## src/rtl/rhg_pkg.sv

```systemverilog
package rhg_pkg;
    localparam int CELLS          = 3;
    localparam int GATES_PER_CELL = 4;

    // Leg levels of one bridge: 1 means upper switch on.
    typedef struct packed {
        logic leg1;
        logic leg2;
    } legs_t;

    // Role 0: leg 1 modulates, leg 2 holds the fundamental level.
    // Role 1: leg 2 modulates, leg 1 holds the fundamental level.
    function automatic legs_t leg_levels(input logic pol, input logic role, input logic band);
        legs_t l;
        if (!role) begin
            l.leg1 = ~(pol ^ band);
            l.leg2 = ~pol;
        end else begin
            l.leg1 = pol;
            l.leg2 = pol ^ band;
        end
        return l;
    endfunction
endpackage

```

## src/rtl/rhg_phase_tracker.sv

```systemverilog
module rhg_phase_tracker #(
    parameter int N_CELLS = 3,
    localparam int RW = (N_CELLS > 1) ? $clog2(N_CELLS) : 1
) (
    input  logic          clk,
    input  logic          rst,
    input  logic          strobe,
    output logic          pol,
    output logic          role,
    output logic          armed,
    output logic [RW-1:0] rot
);
    always_ff @(posedge clk) begin
        if (rst) begin
            pol   <= 1'b0;
            role  <= 1'b0;
            armed <= 1'b0;
            rot   <= '0;
        end else if (strobe) begin
            armed <= 1'b1;
            pol   <= ~pol;
            if (pol) begin
                role <= ~role;
                rot  <= (rot == RW'(N_CELLS - 1)) ? '0 : rot + 1'b1;
            end
        end
    end
endmodule

```

## src/rtl/rhg_band_rotator.sv

```systemverilog
module rhg_band_rotator #(
    parameter int N_CELLS = 3,
    localparam int RW = (N_CELLS > 1) ? $clog2(N_CELLS) : 1
) (
    input  logic [N_CELLS-1:0] bands,
    input  logic [RW-1:0]      rot,
    output logic [N_CELLS-1:0] cell_band
);
    for (genvar k = 0; k < N_CELLS; k++) begin : g_mux
        logic [RW:0] sum;
        logic [RW:0] idx;
        assign sum = (RW+1)'(k) + {1'b0, rot};
        assign idx = (sum >= (RW+1)'(N_CELLS)) ? sum - (RW+1)'(N_CELLS) : sum;
        assign cell_band[k] = bands[idx[RW-1:0]];
    end
endmodule

```

## src/rtl/rhg_gate_logic.sv

```systemverilog
module rhg_gate_logic #(
    parameter int N_CELLS = 3,
    localparam int NG = N_CELLS * rhg_pkg::GATES_PER_CELL
) (
    input  logic               pol,
    input  logic               role,
    input  logic               armed,
    input  logic [N_CELLS-1:0] cell_band,
    output logic [NG-1:0]      gates
);
    import rhg_pkg::*;
    for (genvar k = 0; k < N_CELLS; k++) begin : g_cell
        legs_t l;
        assign l = leg_levels(pol, role, cell_band[k]);
        assign gates[4*k+0] = armed &  l.leg1;
        assign gates[4*k+1] = armed & ~l.leg1;
        assign gates[4*k+2] = armed &  l.leg2;
        assign gates[4*k+3] = armed & ~l.leg2;
    end
endmodule

```

## src/rtl/rot_hybrid_gate.sv

```systemverilog
module rot_hybrid_gate #(
    parameter int N_CELLS = rhg_pkg::CELLS,
    localparam int RW = (N_CELLS > 1) ? $clog2(N_CELLS) : 1,
    localparam int NG = N_CELLS * rhg_pkg::GATES_PER_CELL
) (
    input  logic          clk,
    input  logic          rst,
    input  logic          cmp_low,
    input  logic          cmp_mid,
    input  logic          cmp_high,
    input  logic          zero_cross,
    output logic [NG-1:0] gate
);
    logic          pol;
    logic          role;
    logic          armed;
    logic [RW-1:0] rot;
    logic [2:0]    bands;
    logic [2:0]    cell_band;

    assign bands = {cmp_high, cmp_mid, cmp_low};

    rhg_phase_tracker #(.N_CELLS(N_CELLS)) u_phase (
        .clk(clk), .rst(rst), .strobe(zero_cross),
        .pol(pol), .role(role), .armed(armed), .rot(rot)
    );

    rhg_band_rotator #(.N_CELLS(N_CELLS)) u_rot (
        .bands(bands), .rot(rot), .cell_band(cell_band)
    );

    rhg_gate_logic #(.N_CELLS(N_CELLS)) u_gates (
        .pol(pol), .role(role), .armed(armed),
        .cell_band(cell_band), .gates(gate)
    );
endmodule

```

## config.mk

```make
export PLATFORM = sky130hd
export DESIGN_NAME = rot_hybrid_gate
export DESIGN_NICKNAME = d
export VERILOG_FILES = /design/src/rtl/rhg_pkg.sv /design/src/rtl/rhg_phase_tracker.sv /design/src/rtl/rhg_band_rotator.sv /design/src/rtl/rhg_gate_logic.sv /design/src/rtl/rot_hybrid_gate.sv
export SDC_FILE = /design/constraint.sdc
export NUM_CORES = 1
export LEC_CHECK = 0
export BUFFER_PORTS_ARGS = -buffer_cell sky130_fd_sc_hd__buf_2
export CORE_AREA = 2 2 39 41
export CTS_BUF_LIST = sky130_fd_sc_hd__clkbuf_4 sky130_fd_sc_hd__clkbuf_8
export DETAILED_ROUTE_END_ITERATION = 8
export DIE_AREA = 0 0 41 43
export GPL_TIMING_DRIVEN = 0
export PLACE_DENSITY = 0.65
export SETUP_SLACK_MARGIN = 0.4
export SLEW_MARGIN = 20
export SYNTH_ARGS = -nofsm -noshare
export SYNTH_HDL_FRONTEND = slang
export SYNTH_HIERARCHICAL = 1
export SYNTH_SLANG_ARGS = --single-unit
```

## constraint.sdc

```tcl
create_clock -name clk -period 1.65 [get_ports clk]
set_input_delay 0.0825 -clock clk [delete_from_list [all_inputs] [get_ports clk]]
set_output_delay 0.0825 -clock clk [all_outputs]
set_load 0.01 [all_outputs]
```

==> reports/qor.csv <==
metric;value;unit
antenna_cells;0;
syn_inst;57;
postSynthAreaPerCell;9.26;µm²
drive_gt1_frac;0.593;
timing.final.crit_share;1.14;
tightest_slew;0.238;ns
maxSlewViolCount;0;
syn_nets;67;
postRouteAntennaNets;0;
layout_common_cells;16 x buf_2, 9 x mux2i_1, 6 x mux2i_2, 6 x nor2_1, 5 x buf_4;
grt_pass1_vias;447;
core-area;0.00138;mm²
rsz0062_at_grt;true;
yosysWarnings;6;
nets;92;
cts_tree;done;
dr.first_iter.drc_count;1;
cts_made_buffers;3;
drtPass1Iterations;3;
final_common_cell;buf_2;
hold_path_end;u_phase/role;
setup_viol;12;
max_freq;0.531;GHz
dieArea;0.00176;mm²
maxCapViolCount;0;
cp.arrival;1.80;ns
fillCellCount;138;
start_util;0.382;
hold_class;input port to register;
power_leakage;0.358;nW
status;complete, but fails checks;
violations;setup timing;
dp.final_hpwl;814;µm
place_worst_setup_slack;-0.0530;ns
grt_pass1_wl;1740;µm
overflow;0;
io_pins;18;
fin_tns_setup;-1.87;ns
powerDensity;642;mW/mm²
fin_crit;1.88;ns
finalClockSkew;0.00155;ns
hold_depth;2;
clkTransAtPathRegs;0.04;ns
clockBufferDepth;2;
io_buffers;16;
rrSetupSlack;0.74;ns
synth.yosys.seq_area_share;0.190;
r2r_cells;3;
numClockSinks;5;
vias;477;
setup_ws;-0.234;ns
track_usage;0.146;
timing.rr.start;u_phase/pol;
fp.dieW;41;µm
wl;1090;µm
reg2reg_to;u_phase/rot[1];
clk_latency;0.24;ns
yosysTopAreaCell;mux2i_1;
htree_num_levels;1;
synthTopCellsByArea;mux2i_1 28%, dfxtp_1 19%, ha_1 9.5%;
fp.dieH;43;µm
antenna_found_initial;0;
irDropWorstVdd;0.364;mV
hold_ws;0.0714;ns
netlist_area;528;µm²
dp_cells;89;
wl_per_cell;11.2;µm
critPathLaunchType;register;
hold_start;rst;
ys_ff_latch;5;
slew_headroom;0.841;
cts_root_buffer;clkbuf_4;
row_count;14;
utilization;0.558;
critPathMaxFanout;3;
yosysTopAreaCellShare;0.284;
crit_type;register to output pin;
drcViolationCount;0;
grt_max_degree;11;
synthDistinctLibCells;19;
finalNonFillerCells;97;
crit_required;1.57;ns
crit_path_end_kind;output pin;
viasPerCell;4.92;
hold_viol_final;0;
area_delta_synth_final;46.2;%
gp_congestion;0.643;
## registers in the layout (all words and copies together) (netlist names)
| name | cells |
|---|---|
| u_phase/pol | 1 |
| u_phase/role | 1 |
| u_phase/rot | 2 |
| u_phase/armed | 1 |
## layer usage
| metal | routed length, µm | GRT usage | vias up |
|---|---|---|---|
| met2 | 572 | 0.269 | 14 |
| met5 | 0 | 0 | - |
| met3 | 75 | 0.0471 | 0 |
| met4 | 0 | 0.0600 | 0 |
| li1 | - | - | 248 |
| met1 | 439 | 0.132 | 215 |
## critical path, cell delays in order (launching register included)
cell and delay, ns:
dfxtp_4 0.36, inv_4 0.04, ha_4 0.26, mux2i_1 0.20
o22ai_1 0.11, and2b_2 0.26, mux2i_2 0.19, buf_2 0.15
## synth_stat cells
cell and count:
nor2_1 6, dfxtp_1 5, nand4bb_1 1, inv_1 2
nand4b_1 1, mux2i_1 15, nand3b_1 2, nand2_1 2
buf_6 3, nand2_2 1, a21bo_1 3, xnor2_1 1
ha_1 4, a21oi_1 3, buf_4 1, o21ai_0 1
and2b_1 3, o22ai_1 2, nand2b_4 1
## per-stage QoR
step                      total power [mW]  area, µm²
after floorplan                      0.277        568
after global placement               0.321        668
after detailed placement             0.326        668
after CTS                            0.503        772
after global routing                 0.531        772
final                                0.496        772
## cells by family after synthesis
group / Yosys count / synth area share
DFF: 5 / 0.190
xor gates and xnor gates: 1 / 0.0166
AOI/OAI and AO/OA: 9 / 0.118
buffers and inverters: 6 / 0.0924
and+or+nand+nor: 17 / 0.204
adders and majority gates: 4 / 0.0948
muxes: 15 / 0.284
## power breakdown
part	total [mW]	switching, mW	internal, mW
combinational	0.201	0.0954	0.106
sequential	0.139	0.0109	0.128
clock	0.156	0.0479	0.108
total	0.496	0.154	0.342
## how the worst max path moves through the flow
stage                   startpoint        to  slack [ns]
finish              u_phase/rot[0]  gate[10]       -0.23
global route        u_phase/rot[0]  gate[11]       -0.33
detailed placement  u_phase/rot[0]  gate[10]       -0.05
CTS                 u_phase/rot[0]  gate[10]       -0.26
floorplan           u_phase/rot[0]  gate[10]        0.14
global placement    u_phase/rot[0]  gate[10]       -0.03
## cell type report
cell class	instances	area (µm²)	area share
clock buffers	4	30.0	0.0389
inverters	2	10.0	0.0130
plain buffers	4	41.3	0.0535
well taps	16	20.0	0.0259
repair buffers	20	110	0.143
flip-flops and latches	5	108	0.139
multi-input cells	46	453	0.587
## timing repair
action / 4_1_cts / 5_1_grt
pin swaps: 4 / 2
endpoints found under the setup margin: 12 / 12
setup buffers: 4 / 0
hold endpoints to repair: 0 / 0
gates resized for setup: 11 / 0
hold buffers: 0 / 0
Power figures use the tool's default switching activity.
